--- src/rtl/rmc_pkg.sv ---
package rmc_pkg;
  typedef enum logic [2:0] {
    ST_IDLE,
    ST_LOOK,
    ST_WB,
    ST_FREQ,
    ST_FWAIT,
    ST_RESP
  } rmc_state_t;
endpackage

--- src/rtl/rmc_lfsr.sv ---
module rmc_lfsr #(
  parameter logic [15:0] SEED = 16'hACE1
) (
  input  logic        clk,
  input  logic        rst_n,
  output logic [15:0] state
);
  localparam logic [15:0] START = (SEED == 16'h0) ? 16'h0001 : SEED;
  localparam logic [15:0] TAPS  = 16'hB400;

  always_ff @(posedge clk or negedge rst_n) begin
    if (!rst_n) state <= START;
    else        state <= {1'b0, state[15:1]} ^ (state[0] ? TAPS : 16'h0);
  end
endmodule

--- src/rtl/rmc_line_store.sv ---
module rmc_line_store #(
  parameter int LINES  = 16,
  parameter int LN_W   = 4,
  parameter int IDX_W  = 6,
  parameter int TAG_W  = 4,
  parameter int DATA_W = 32
) (
  input  logic              clk,
  input  logic              rst_n,
  input  logic [IDX_W-1:0]  lk_idx,
  input  logic [TAG_W-1:0]  lk_tag,
  output logic [LINES-1:0]  match,
  output logic              idx_hit,
  output logic [LN_W-1:0]   hit_line,
  output logic              tag_hit,
  output logic [DATA_W-1:0] hit_data,
  input  logic [LN_W-1:0]   rd_line,
  output logic              vic_valid,
  output logic              vic_dirty,
  output logic [IDX_W-1:0]  vic_idx,
  output logic [TAG_W-1:0]  vic_tag,
  output logic [DATA_W-1:0] vic_data,
  input  logic              wr_en,
  input  logic [LN_W-1:0]   wr_line,
  input  logic [IDX_W-1:0]  wr_idx,
  input  logic [TAG_W-1:0]  wr_tag,
  input  logic [DATA_W-1:0] wr_data,
  input  logic              wr_dirty
);
  logic [LINES-1:0]  valid_q, dirty_q;
  logic [IDX_W-1:0]  idx_q  [LINES];
  logic [TAG_W-1:0]  tag_q  [LINES];
  logic [DATA_W-1:0] data_q [LINES];

  for (genvar g = 0; g < LINES; g++) begin : g_cmp
    assign match[g] = valid_q[g] && (idx_q[g] == lk_idx);
  end

  always_comb begin
    hit_line = '0;
    for (int i = 0; i < LINES; i++)
      if (match[i]) hit_line = hit_line | LN_W'(i);
  end

  assign idx_hit   = |match;
  assign tag_hit   = idx_hit && (tag_q[hit_line] == lk_tag);
  assign hit_data  = data_q[hit_line];
  assign vic_valid = valid_q[rd_line];
  assign vic_dirty = dirty_q[rd_line];
  assign vic_idx   = idx_q[rd_line];
  assign vic_tag   = tag_q[rd_line];
  assign vic_data  = data_q[rd_line];

  always_ff @(posedge clk or negedge rst_n) begin
    if (!rst_n) begin
      valid_q <= '0;
      dirty_q <= '0;
    end else if (wr_en) begin
      valid_q[wr_line] <= 1'b1;
      dirty_q[wr_line] <= wr_dirty;
    end
  end

  always_ff @(posedge clk) begin
    if (wr_en) begin
      idx_q[wr_line]  <= wr_idx;
      tag_q[wr_line]  <= wr_tag;
      data_q[wr_line] <= wr_data;
    end
  end
endmodule

--- src/rtl/rmc_ctrl.sv ---
module rmc_ctrl
  import rmc_pkg::*;
#(
  parameter int LN_W   = 4,
  parameter int IDX_W  = 6,
  parameter int TAG_W  = 4,
  parameter int ADDR_W = 10,
  parameter int DATA_W = 32
) (
  input  logic              clk,
  input  logic              rst_n,
  input  logic              req_valid,
  output logic              req_ready,
  input  logic              req_write,
  input  logic [ADDR_W-1:0] req_addr,
  input  logic [DATA_W-1:0] req_wdata,
  output logic              rsp_valid,
  input  logic              rsp_ready,
  output logic [DATA_W-1:0] rsp_rdata,
  output logic              rsp_idx_hit,
  output logic              rsp_tag_hit,
  output logic              mem_req_valid,
  input  logic              mem_req_ready,
  output logic              mem_req_write,
  output logic [ADDR_W-1:0] mem_req_addr,
  output logic [DATA_W-1:0] mem_req_wdata,
  input  logic              mem_rsp_valid,
  input  logic [DATA_W-1:0] mem_rsp_data,
  input  logic [LN_W-1:0]   rnd_line,
  output logic [IDX_W-1:0]  lk_idx,
  output logic [TAG_W-1:0]  lk_tag,
  input  logic              idx_hit,
  input  logic [LN_W-1:0]   hit_line,
  input  logic              tag_hit,
  input  logic [DATA_W-1:0] hit_data,
  output logic [LN_W-1:0]   rd_line,
  input  logic              vic_valid,
  input  logic              vic_dirty,
  input  logic [IDX_W-1:0]  vic_idx,
  input  logic [TAG_W-1:0]  vic_tag,
  input  logic [DATA_W-1:0] vic_data,
  output logic              st_we,
  output logic [LN_W-1:0]   st_line,
  output logic [DATA_W-1:0] st_data,
  output logic              st_dirty
);
  rmc_state_t        state, nxt;
  logic              wr_q, ih_q, th_q;
  logic [ADDR_W-1:0] addr_q;
  logic [DATA_W-1:0] wdata_q, rsp_q;
  logic [LN_W-1:0]   vic_q, vic_sel;

  assign lk_idx      = addr_q[IDX_W-1:0];
  assign lk_tag      = addr_q[ADDR_W-1:IDX_W];
  assign rsp_rdata   = rsp_q;
  assign rsp_idx_hit = ih_q;
  assign rsp_tag_hit = th_q;

  always_comb begin
    req_ready     = (state == ST_IDLE);
    rsp_valid     = (state == ST_RESP);
    mem_req_valid = 1'b0;
    mem_req_write = 1'b0;
    mem_req_addr  = addr_q;
    mem_req_wdata = vic_data;
    vic_sel       = idx_hit ? hit_line : rnd_line;
    rd_line       = (state == ST_LOOK) ? vic_sel : vic_q;
    st_we         = 1'b0;
    st_line       = vic_q;
    st_data       = wr_q ? wdata_q : mem_rsp_data;
    st_dirty      = wr_q;
    nxt           = state;
    unique case (state)
      ST_IDLE:  if (req_valid) nxt = ST_LOOK;
      ST_LOOK: begin
        if (tag_hit) begin
          nxt = ST_RESP;
          if (wr_q) begin
            st_we   = 1'b1;
            st_line = hit_line;
          end
        end else begin
          nxt = (vic_valid && vic_dirty) ? ST_WB : ST_FREQ;
        end
      end
      ST_WB: begin
        mem_req_valid = 1'b1;
        mem_req_write = 1'b1;
        mem_req_addr  = {vic_tag, vic_idx};
        if (mem_req_ready) nxt = ST_FREQ;
      end
      ST_FREQ: begin
        mem_req_valid = 1'b1;
        if (mem_req_ready) nxt = ST_FWAIT;
      end
      ST_FWAIT: begin
        if (mem_rsp_valid) begin
          st_we = 1'b1;
          nxt   = ST_RESP;
        end
      end
      ST_RESP:  if (rsp_ready) nxt = ST_IDLE;
      default:  nxt = ST_IDLE;
    endcase
  end

  always_ff @(posedge clk or negedge rst_n) begin
    if (!rst_n) begin
      state   <= ST_IDLE;
      wr_q    <= 1'b0;
      ih_q    <= 1'b0;
      th_q    <= 1'b0;
      addr_q  <= '0;
      wdata_q <= '0;
      rsp_q   <= '0;
      vic_q   <= '0;
    end else begin
      state <= nxt;
      if (state == ST_IDLE && req_valid) begin
        wr_q    <= req_write;
        addr_q  <= req_addr;
        wdata_q <= req_wdata;
      end
      if (state == ST_LOOK) begin
        ih_q  <= idx_hit;
        th_q  <= tag_hit;
        vic_q <= vic_sel;
        rsp_q <= wr_q ? wdata_q : hit_data;
      end
      if (state == ST_FWAIT && mem_rsp_valid) rsp_q <= st_data;
    end
  end
endmodule

--- src/rtl/rmcache.sv ---
module rmcache #(
  parameter int          LINES   = 16,
  parameter int          EXTRA_K = 2,
  parameter int          ADDR_W  = 10,
  parameter int          DATA_W  = 32,
  parameter logic [15:0] SEED    = 16'hACE1
) (
  input  logic              clk,
  input  logic              rst_n,
  input  logic              req_valid,
  output logic              req_ready,
  input  logic              req_write,
  input  logic [ADDR_W-1:0] req_addr,
  input  logic [DATA_W-1:0] req_wdata,
  output logic              rsp_valid,
  input  logic              rsp_ready,
  output logic [DATA_W-1:0] rsp_rdata,
  output logic              rsp_idx_hit,
  output logic              rsp_tag_hit,
  output logic              mem_req_valid,
  input  logic              mem_req_ready,
  output logic              mem_req_write,
  output logic [ADDR_W-1:0] mem_req_addr,
  output logic [DATA_W-1:0] mem_req_wdata,
  input  logic              mem_rsp_valid,
  input  logic [DATA_W-1:0] mem_rsp_data
);
  localparam int LN_W  = $clog2(LINES);
  localparam int IDX_W = LN_W + EXTRA_K;
  localparam int TAG_W = ADDR_W - IDX_W;

  logic [15:0]       lfsr_val;
  logic [LN_W-1:0]   rnd_line;
  logic [LINES-1:0]  match_vec;
  logic [IDX_W-1:0]  lk_idx, vic_idx;
  logic [TAG_W-1:0]  lk_tag, vic_tag;
  logic              idx_hit, tag_hit, vic_valid, vic_dirty, st_we, st_dirty;
  logic [LN_W-1:0]   hit_line, rd_line, st_line;
  logic [DATA_W-1:0] hit_data, vic_data, st_data;

  assign rnd_line = LN_W'(lfsr_val % 16'(LINES));

  rmc_lfsr #(.SEED(SEED)) u_lfsr (.clk(clk), .rst_n(rst_n), .state(lfsr_val));

  rmc_line_store #(
    .LINES(LINES), .LN_W(LN_W), .IDX_W(IDX_W), .TAG_W(TAG_W), .DATA_W(DATA_W)
  ) u_store (
    .clk(clk), .rst_n(rst_n), .lk_idx(lk_idx), .lk_tag(lk_tag),
    .match(match_vec), .idx_hit(idx_hit), .hit_line(hit_line),
    .tag_hit(tag_hit), .hit_data(hit_data), .rd_line(rd_line),
    .vic_valid(vic_valid), .vic_dirty(vic_dirty), .vic_idx(vic_idx),
    .vic_tag(vic_tag), .vic_data(vic_data), .wr_en(st_we),
    .wr_line(st_line), .wr_idx(lk_idx), .wr_tag(lk_tag),
    .wr_data(st_data), .wr_dirty(st_dirty)
  );

  rmc_ctrl #(
    .LN_W(LN_W), .IDX_W(IDX_W), .TAG_W(TAG_W), .ADDR_W(ADDR_W), .DATA_W(DATA_W)
  ) u_ctrl (
    .clk(clk), .rst_n(rst_n), .req_valid(req_valid), .req_ready(req_ready),
    .req_write(req_write), .req_addr(req_addr), .req_wdata(req_wdata),
    .rsp_valid(rsp_valid), .rsp_ready(rsp_ready), .rsp_rdata(rsp_rdata),
    .rsp_idx_hit(rsp_idx_hit), .rsp_tag_hit(rsp_tag_hit),
    .mem_req_valid(mem_req_valid), .mem_req_ready(mem_req_ready),
    .mem_req_write(mem_req_write), .mem_req_addr(mem_req_addr),
    .mem_req_wdata(mem_req_wdata), .mem_rsp_valid(mem_rsp_valid),
    .mem_rsp_data(mem_rsp_data), .rnd_line(rnd_line),
    .lk_idx(lk_idx), .lk_tag(lk_tag), .idx_hit(idx_hit),
    .hit_line(hit_line), .tag_hit(tag_hit), .hit_data(hit_data),
    .rd_line(rd_line), .vic_valid(vic_valid), .vic_dirty(vic_dirty),
    .vic_idx(vic_idx), .vic_tag(vic_tag), .vic_data(vic_data),
    .st_we(st_we), .st_line(st_line), .st_data(st_data), .st_dirty(st_dirty)
  );
endmodule

--- config.mk ---
export PLATFORM = sky130hd
export DESIGN_NAME = rmcache
export DESIGN_NICKNAME = d
export VERILOG_FILES = /design/src/rtl/rmc_pkg.sv /design/src/rtl/rmc_lfsr.sv /design/src/rtl/rmc_line_store.sv /design/src/rtl/rmc_ctrl.sv /design/src/rtl/rmcache.sv
export SDC_FILE = /design/constraint.sdc
export NUM_CORES = 2
export LEC_CHECK = 0
export ABC_AREA = 1
export CORE_ASPECT_RATIO = 1.4
export CORE_MARGIN = 2
export CORE_UTILIZATION = 25
export CTS_CLUSTER_SIZE = 14
export DETAILED_ROUTE_END_ITERATION = 10
export PLACE_DENSITY_LB_ADDON = 0.05
export SLEW_MARGIN = 20
export SYNTH_ARGS = -nofsm -noshare
export SYNTH_HDL_FRONTEND = slang
export SYNTH_SLANG_ARGS = --single-unit
--- constraint.sdc ---
create_clock -name clk -period 5.55 [get_ports clk]
set_clock_uncertainty 0.05 [all_clocks]
set_input_delay 1.11 -clock clk [delete_from_list [all_inputs] [get_ports clk]]
set_output_delay 1.11 -clock clk [all_outputs]
set_load 0.01 [all_outputs]
* Word-level counts from Yosys, hierarchy flattened *
Memories as Yosys holds them, arrays and structs flattened.
Index checks and enable logic that the tools add are counted.

cells by class
  magnitude comparators = 3
  equality and inequality tests = 27
  muxes and demuxes = 49
  bitwise logic cells = 2
  reductions and logical operators = 26

operator list
  kind                                                                          number
  32-bit 2-to-1 mux                                                             4
  6-bit equality test                                                           16
  4-bit 2-to-1 mux                                                              13
  3-bit 2-to-1 mux                                                              10
  1-bit logical AND                                                             21
  3-bit case mux with 6 select lines                                            1
  16-bit bitwise mux                                                            1
  16-bit 2-to-1 mux                                                             1
  16-bit bitwise OR                                                             1
  16-bit OR reduction                                                           1
  15-bit by 16-bit bitwise XOR with 16-bit output                               1
  1-bit 2-to-1 mux                                                              12
  4-bit by 5-bit less-than comparator with 1-bit output, second input constant  2
  10-bit 2-to-1 mux                                                             1
  1-bit binary-select mux with 4-bit select                                     2
  2-bit inequality test, second input constant                                  4
  3-bit by 2-bit equality test with 1-bit output, second input constant         2
  3-bit equality test, second input constant                                    2
  5-bit AND reduction                                                           1
  1-bit demux with 4-bit select                                                 1
  4-bit equality test                                                           1
  4-bit by 1-bit >= comparator with 1-bit output, second input constant         1
  2-bit 2-to-1 mux                                                              2
  3-bit by 1-bit equality test with 1-bit output, second input constant         1
  other kinds (5)                                                               5

storage, ports and cells
  bits in registers = 132
  RAM bits = 672
  input port bits = 81
  logic and storage cells = 121
  memories = 3

memory list
  memory          words  bits a word  read ports  clocked after memory_dff  write ports  RTL line              text
  u_store.data_q  16     32           2           0                         1            rmc_line_store.sv:33  logic [DATA_W-1:0] data_q [LINES];
  u_store.idx_q   16     6            17          0                         1            rmc_line_store.sv:31  logic [IDX_W-1:0] idx_q [LINES];
  u_store.tag_q   16     4            2           0                         1            rmc_line_store.sv:32  logic [TAG_W-1:0] tag_q [LINES];

* Logic depth before layout (Yosys ltp) *
An unclocked memory read counts as a cell.

  word-level depth = 28
  depth in mapped cells = 29
  gate-level depth less buffers = 27

* Cells and area by module *
A second synthesis with hierarchy kept.

second synthesis, totals
  cell total of the unflattened synthesis = 4,328
  area total of the unflattened synthesis = 40,317.4 µm²

by module, submodules not included
  module          times used  cells an instance  area an instance (µm²)  seq. area each (µm²)
  rmc_line_store  1           3,617              35,049.9                20,980.1
  rmc_ctrl        1           682                4,808.4                 2,102.0
  rmc_lfsr        1           29                 459.2                   410.4

* Least setup slack after synthesis *
Ideal clock, no wire load.

  path kind = register to register
  from = register u_ctrl.addr_q[2]
  to = memory u_store.data_q[11][0] (enable)
  setup time = 0.443 ns
  data arrival time = 4.503 ns
  setup slack = 0.554 ns
  cell stages (with the launch flop) = 22
  clock period less this slack = 4.996 ns
  path through = dfrtp_1 > buf_4 > buf_4 > nand2_1 > o21ai_1 > nor2_1 > nand2_1 > nor2_1 > nor2_1 > nand2_4 > nor2_8 > buf_6 > nand3_1 > nand3_1 > nand3_1 > nand3_1 > nand3_4 > nor2_8 > nand4_1 > nand2_4 > nand3_4 > nor2_1

between the ends
  cells in the longest elaborated chain, start to end = 24
  elaborated cells between the ends (all ways) = 58
  those cells by class = eq/ne: 17; mux: 22; reduce/logical: 18; memory: 1

RTL lines
  what                                    RTL line              text
  from (decl)                             rmc_ctrl.sv:49        logic [ADDR_W-1:0] addr_q;
  from (signal assigned)                  rmc_ctrl.sv:121       addr_q <= req_addr;
  6-bit equality test                     rmc_line_store.sv:36  assign match[g] = valid_q[g] && (idx_q[g] == lk_idx);
  1-bit logical AND                       rmc_line_store.sv:36
  1-bit 2-to-1 mux                        rmc_line_store.sv:42  if (match[i]) hit_line = hit_line | LN_W'(i);
  2-bit 2-to-1 mux (2 in series)          rmc_line_store.sv:42
  3-bit 2-to-1 mux (4 in series)          rmc_line_store.sv:42
  4-bit 2-to-1 mux (8 in series)          rmc_line_store.sv:42
  memory read 16 x 4 bit                  --
  4-bit equality test                     rmc_line_store.sv:46  assign tag_hit = idx_hit && (tag_q[hit_line] == lk_tag);
  1-bit logical AND                       rmc_line_store.sv:46
  1-bit 2-to-1 mux                        rmc_ctrl.sv:76        if (tag_hit) begin
  1-bit case mux with 2 select lines      rmc_ctrl.sv:73        unique case (state)
  1-bit 2-to-1 mux                        rmc_line_store.sv:65  if (wr_en) begin
  1-bit 2-to-1 mux (not written as such)  rmc_line_store.sv:68  data_q[wr_line] <= wr_data;
  to (decl)                               rmc_line_store.sv:33

Several ways; a longest one is shown, not always the timed one.

* Final worst setup path *
  from = register u_ctrl.addr_q[0]
  to = output port mem_req_wdata[8]

between the ends
  cells in the longest elaborated chain, start to end = 20
  elaborated cells between the ends (all ways) = 51
  those cells by class = eq/ne: 16; mux: 17; reduce/logical: 17; memory: 1

RTL lines
  what                            RTL line              text
  6-bit equality test             rmc_line_store.sv:36
  1-bit logical AND               rmc_line_store.sv:36
  1-bit 2-to-1 mux                rmc_line_store.sv:42
  2-bit 2-to-1 mux (2 in series)  rmc_line_store.sv:42
  3-bit 2-to-1 mux (4 in series)  rmc_line_store.sv:42
  4-bit 2-to-1 mux (8 in series)  rmc_line_store.sv:42
  4-bit 2-to-1 mux *              rmc_ctrl.sv:66        vic_sel = idx_hit ? hit_line : rnd_line;
  4-bit 2-to-1 mux *              rmc_ctrl.sv:67        rd_line = (state == ST_LOOK) ? vic_sel : vic_q;
  memory read 16 x 32 bit *       --
  to (decl)                       rmcache.sv:24         output logic [DATA_W-1:0] mem_req_wdata,

Mark *: on every way between the ends. The rest lies on a longest branch, timed or not.

==> results.json <==
{
  "synth_most_common_cell": "sky130_fd_sc_hd__nand2_1",
  "primary_ff_master_synth": "sky130_fd_sc_hd__edfxtp_1",
  "grt_pass1_vias": 32600,
  "path_max_fanout": 16,
  "cp-end-kind": "output port",
  "final_hold_violating_endpoints": 0,
  "post-route-min-period_ns": 5.39,
  "initialDrtViolationCount": 2352,
  "drive_gt1_share_pct": 15.2,
  "grt_antenna_before_repair": 1,
  "clockBufferDepth": 3,
  "cts.reportedPaths.clkPinSlew_ns": 0.06,
  "cts-buffers-inserted": 96,
  "synth_enable_flop_cells": 672,
  "finalNonFillerCells": 6466,
  "final_max_slew_viol_count": 0,
  "area_growth_syn_to_layout_pct": 25.6,
  "synth_top_cells_by_area": "sky130_fd_sc_hd__edfxtp_1 (51%), sky130_fd_sc_hd__dfrtp_1 (7.8%), sky130_fd_sc_hd__o21ai_0 (6.9%)",
  "synth.distinct_cells": 49,
  "switching_power_mw": 17.6,
  "grt.total_usage_pct": 20.7,
  "ctsHoldBuffers": 0,
  "synth_top_area_share_pct": 50.6,
  "timing.fmax_ghz": 0.186,
  "synth_area_sq_um": 39900,
  "rsz0062_at_grt": "yes",
  "tightest_slew_margin_relative_to_the_limit_pct": 27.7,
  "final_min_period_over_clock_period_pct": 97.1,
  "clk_root_buffer_cell": "sky130_fd_sc_hd__clkbuf_16",
  "setup_violations": 0,
  "design.core.area_sq_um": 159000,
  "die-area_sq_um": 163000,
  "clock_sinks": 804,
  "globalRouteOverflowTotal": 0,
  "pwr_density_cell_nw_per_um2": 746,
  "synth_cells": 4073,
  "route.detailed.vias_per_inst": 5.00,
  "number_of_port_buffers": 160,
  "timing.hold.ws_ns": 0.273,
  "drt_pass1_iterations": 8,
  "dpl_cell_area_sq_um": 44900,
  "core.rowCount": 173,
  "route.detailed.wl_per_inst_um": 26.8,
  "dp.cells": 6177,
  "synth-seq-area-share_pct": 58.9,
  "nets_final": 4363,
  "postLayoutCellArea_sq_um": 50100,
  "antenna_violating_nets_post_route": 0,
  "p_total_mw": 37.4,
  "tightestPinTransition_ns": 1.06,
  "detail_route.drc_violations": 0,
  "criticalPathCategory": "flip-flop to output port",
  "p_clk_share_pct": 17.3,
  "syn_avg_cell_area_sq_um": 9.80,
  "fraction_of_power_consumed_by_sequential_logic_pct": 22.1,
  "ys.warnings.count": 0,
  "fraction_of_synthesis_flops_using_an_asynchronous_set_or_reset_pin_pct": 16.4,
  "power.ir.vdd_worst_mv": 0.529,
  "rd_place_congestion": 0.811,
  "post_synth_most_frequent_cells": "sky130_fd_sc_hd__nand2_1 (679), sky130_fd_sc_hd__edfxtp_1 (672), sky130_fd_sc_hd__o21ai_0 (548)",
  "grt_start_max_net_pins": 212,
  "max_cap_violations": 0,
  "tritoncts": "built",
  "sw_frac_of_total_pct": 47.1,
  "mappedNetlistNets": 4154,
  "cellInternalPower_mw": 19.8,
  "detailroute.via_count": 32300,
  "status": "finished, final reports clean",
  "hp-class": "input pin to asynchronous set/reset pin",
  "initial_core_utilization_pct": 25.1,
  "routed_wl_mm": 173,
  "die_width_um": 342,
  "cts-htree-levels": 3,
  "grt_first_pass_wirelength_mm": 243,
  "critical_path_arrival_ns": 4.23,
  "cellLeakagePower_nw": 18.3,
  "worstPathRequired_ns": 4.39,
  "clock_latency_ns": 0.73,
  "hpwl_mm": 101,
  "biggest_area_consumer_among_synthesized_cells": "sky130_fd_sc_hd__edfxtp_1",
  "part_of_the_total_power_dissipated_in_combinational_logic_pct": 60.6,
  "boundaryPins": 161,
  "die_height_um": 477,
  "utilization_pct": 31.6,
  "timing.critical_path.from_type": "flip-flop",
  "synthesis_stage_register_bit_count": 804
}
-- area by class of cell --
| class | count | area (sq um) |
|---|---|---|
| fillers | 16200 | 109000 |
| flip-flops and latches | 804 | 23500 |
| multi-input cells | 2696 | 14400 |
| repair buffers | 418 | 5330 |
| clock buffers | 138 | 2730 |
| well taps | 2100 | 2630 |
| inverters | 264 | 1070 |
| clock inverters | 43 | 412 |
| repair inverters | 2 | 15.0 |
| diodes | 1 | 2.50 |
-- placed cells by master (no fill, tap or decap), types with 21 or more instances in the layout --
cell type                         Yosys  routed
sky130_fd_sc_hd__edfxtp_1           672     672
sky130_fd_sc_hd__nand2_1            679     653
sky130_fd_sc_hd__o21ai_0            548     531
sky130_fd_sc_hd__nor2_1             374     364
sky130_fd_sc_hd__o211ai_1           271     271
sky130_fd_sc_hd__inv_1              245     240
sky130_fd_sc_hd__nand3_1            202     199
sky130_fd_sc_hd__a21oi_1            156     153
sky130_fd_sc_hd__clkdlybuf4s50_1      0     117
sky130_fd_sc_hd__dfrtp_1            124     117
sky130_fd_sc_hd__buf_4               28     116
sky130_fd_sc_hd__clkbuf_16            0     108
sky130_fd_sc_hd__o21ai_1             95     105
sky130_fd_sc_hd__o22ai_1             76      72
sky130_fd_sc_hd__buf_12               0      71
sky130_fd_sc_hd__o221ai_1            64      56
sky130_fd_sc_hd__mux2_2              33      33
sky130_fd_sc_hd__o21a_1              32      32
sky130_fd_sc_hd__a31oi_1             32      32
sky130_fd_sc_hd__nand2_2             16      30
sky130_fd_sc_hd__clkbuf_1           175      27
sky130_fd_sc_hd__clkinv_2             1      24
sky130_fd_sc_hd__buf_16               0      22
sky130_fd_sc_hd__or2_2               21      21
sky130_fd_sc_hd__buf_6               16      21
-- worst max-delay path: stages (launching register included) --
cell	delay, ns
sky130_fd_sc_hd__dfrtp_2	0.47
sky130_fd_sc_hd__buf_12	0.19
sky130_fd_sc_hd__a21oi_1	0.25
sky130_fd_sc_hd__nand3_2	0.17
sky130_fd_sc_hd__nor3_4	0.22
sky130_fd_sc_hd__nor3_4	0.09
sky130_fd_sc_hd__inv_2	0.09
sky130_fd_sc_hd__nor2_4	0.05
sky130_fd_sc_hd__buf_4	0.14
sky130_fd_sc_hd__nand3_1	0.09
sky130_fd_sc_hd__nand3_2	0.10
sky130_fd_sc_hd__o21ai_4	0.15
sky130_fd_sc_hd__clkinv_8	0.17
sky130_fd_sc_hd__buf_8	0.18
sky130_fd_sc_hd__buf_12	0.14
sky130_fd_sc_hd__bufbuf_16	0.29
sky130_fd_sc_hd__o221ai_1	0.17
sky130_fd_sc_hd__o211ai_1	0.12
sky130_fd_sc_hd__nand2_1	0.13
sky130_fd_sc_hd__dlygate4sd2_1	0.27
-- worst paths after layout --
kind / cells after the start / start / slack [ns] / end
hold reg to reg: 0 / u_lfsr.state[9] / 0.30 / u_lfsr.state[8]
max in group asynchronous: 2 / rst_n / 4.15 / u_ctrl.addr_q[4]
setup / recovery: 19 / u_ctrl.addr_q[0] / 0.16 / mem_req_wdata[8]
min in group clk: 0 / u_lfsr.state[9] / 0.30 / u_lfsr.state[8]
setup reg to reg: 26 / u_ctrl.addr_q[1] / 0.55 / u_store.data_q[8][9]
hold / removal: 1 / rst_n / 0.27 / u_ctrl.rsp_rdata[18]
-- state kept, by name, summed over array words and instances (netlist names) --
signal / flops
u_ctrl.rsp_rdata: 32
u_ctrl.state: 3
u_store.valid_q: 16
u_lfsr.state: 16
u_store.data_q: 512
u_ctrl.rsp_idx_hit: 1
u_ctrl.vic_q: 4
u_store.tag_q: 64
u_ctrl.st_dirty: 1
u_store.idx_q: 96
u_ctrl.wdata_q: 32
u_ctrl.addr_q: 10
u_ctrl.rsp_tag_hit: 1
u_store.dirty_q: 16
-- power groups by stage --
stage                     clock (mW)  combinational (mW)  sequential [mW]
final                           6.45                22.7             8.28
after global routing            6.87                24.5             8.36
after CTS                       6.67                22.2             8.29
after detailed placement           0                20.1             8.39
after global placement             0                20.2             8.40
after floorplan                    0                11.3             8.30
-- stage by stage --
stage | TNS, ns | worst slack, ns
after floorplan | 0 | 0.554
after global placement | 0 | 0.107
after detailed placement | 0 | 0.147
after CTS | -0.252 | -0.0455
after global routing | -0.272 | -0.0545
final | 0 | 0.160
-- cells by family after synthesis --
| group | Yosys count | synth area share, % |
|---|---|---|
| AOI/OAI and AO/OA | 1283 | 19.0 |
| xor gates and xnor gates | 23 | 0.505 |
| buffers and inverters | 574 | 6.20 |
| DFF | 804 | 58.9 |
| muxes | 34 | 0.956 |
| and+or+nand+nor | 1355 | 14.4 |
-- repair_timing --
action                     4_1_cts  5_1_grt
gates resized for setup        173      111
pin swaps                       32       51
setup endpoints to repair       42       42
buffers inserted                50       26
gates cloned                    22       12
-- routing by layer --
metal	vias up	global-route usage [%]	part of all wire (%)
li1	15000	-	-
met1	16400	26.2	43
met2	770	36.9	51
met3	192	2.13	3.6
met4	0	5.88	2.4
met5	-	0	0
Power figures use the tool's default switching activity.
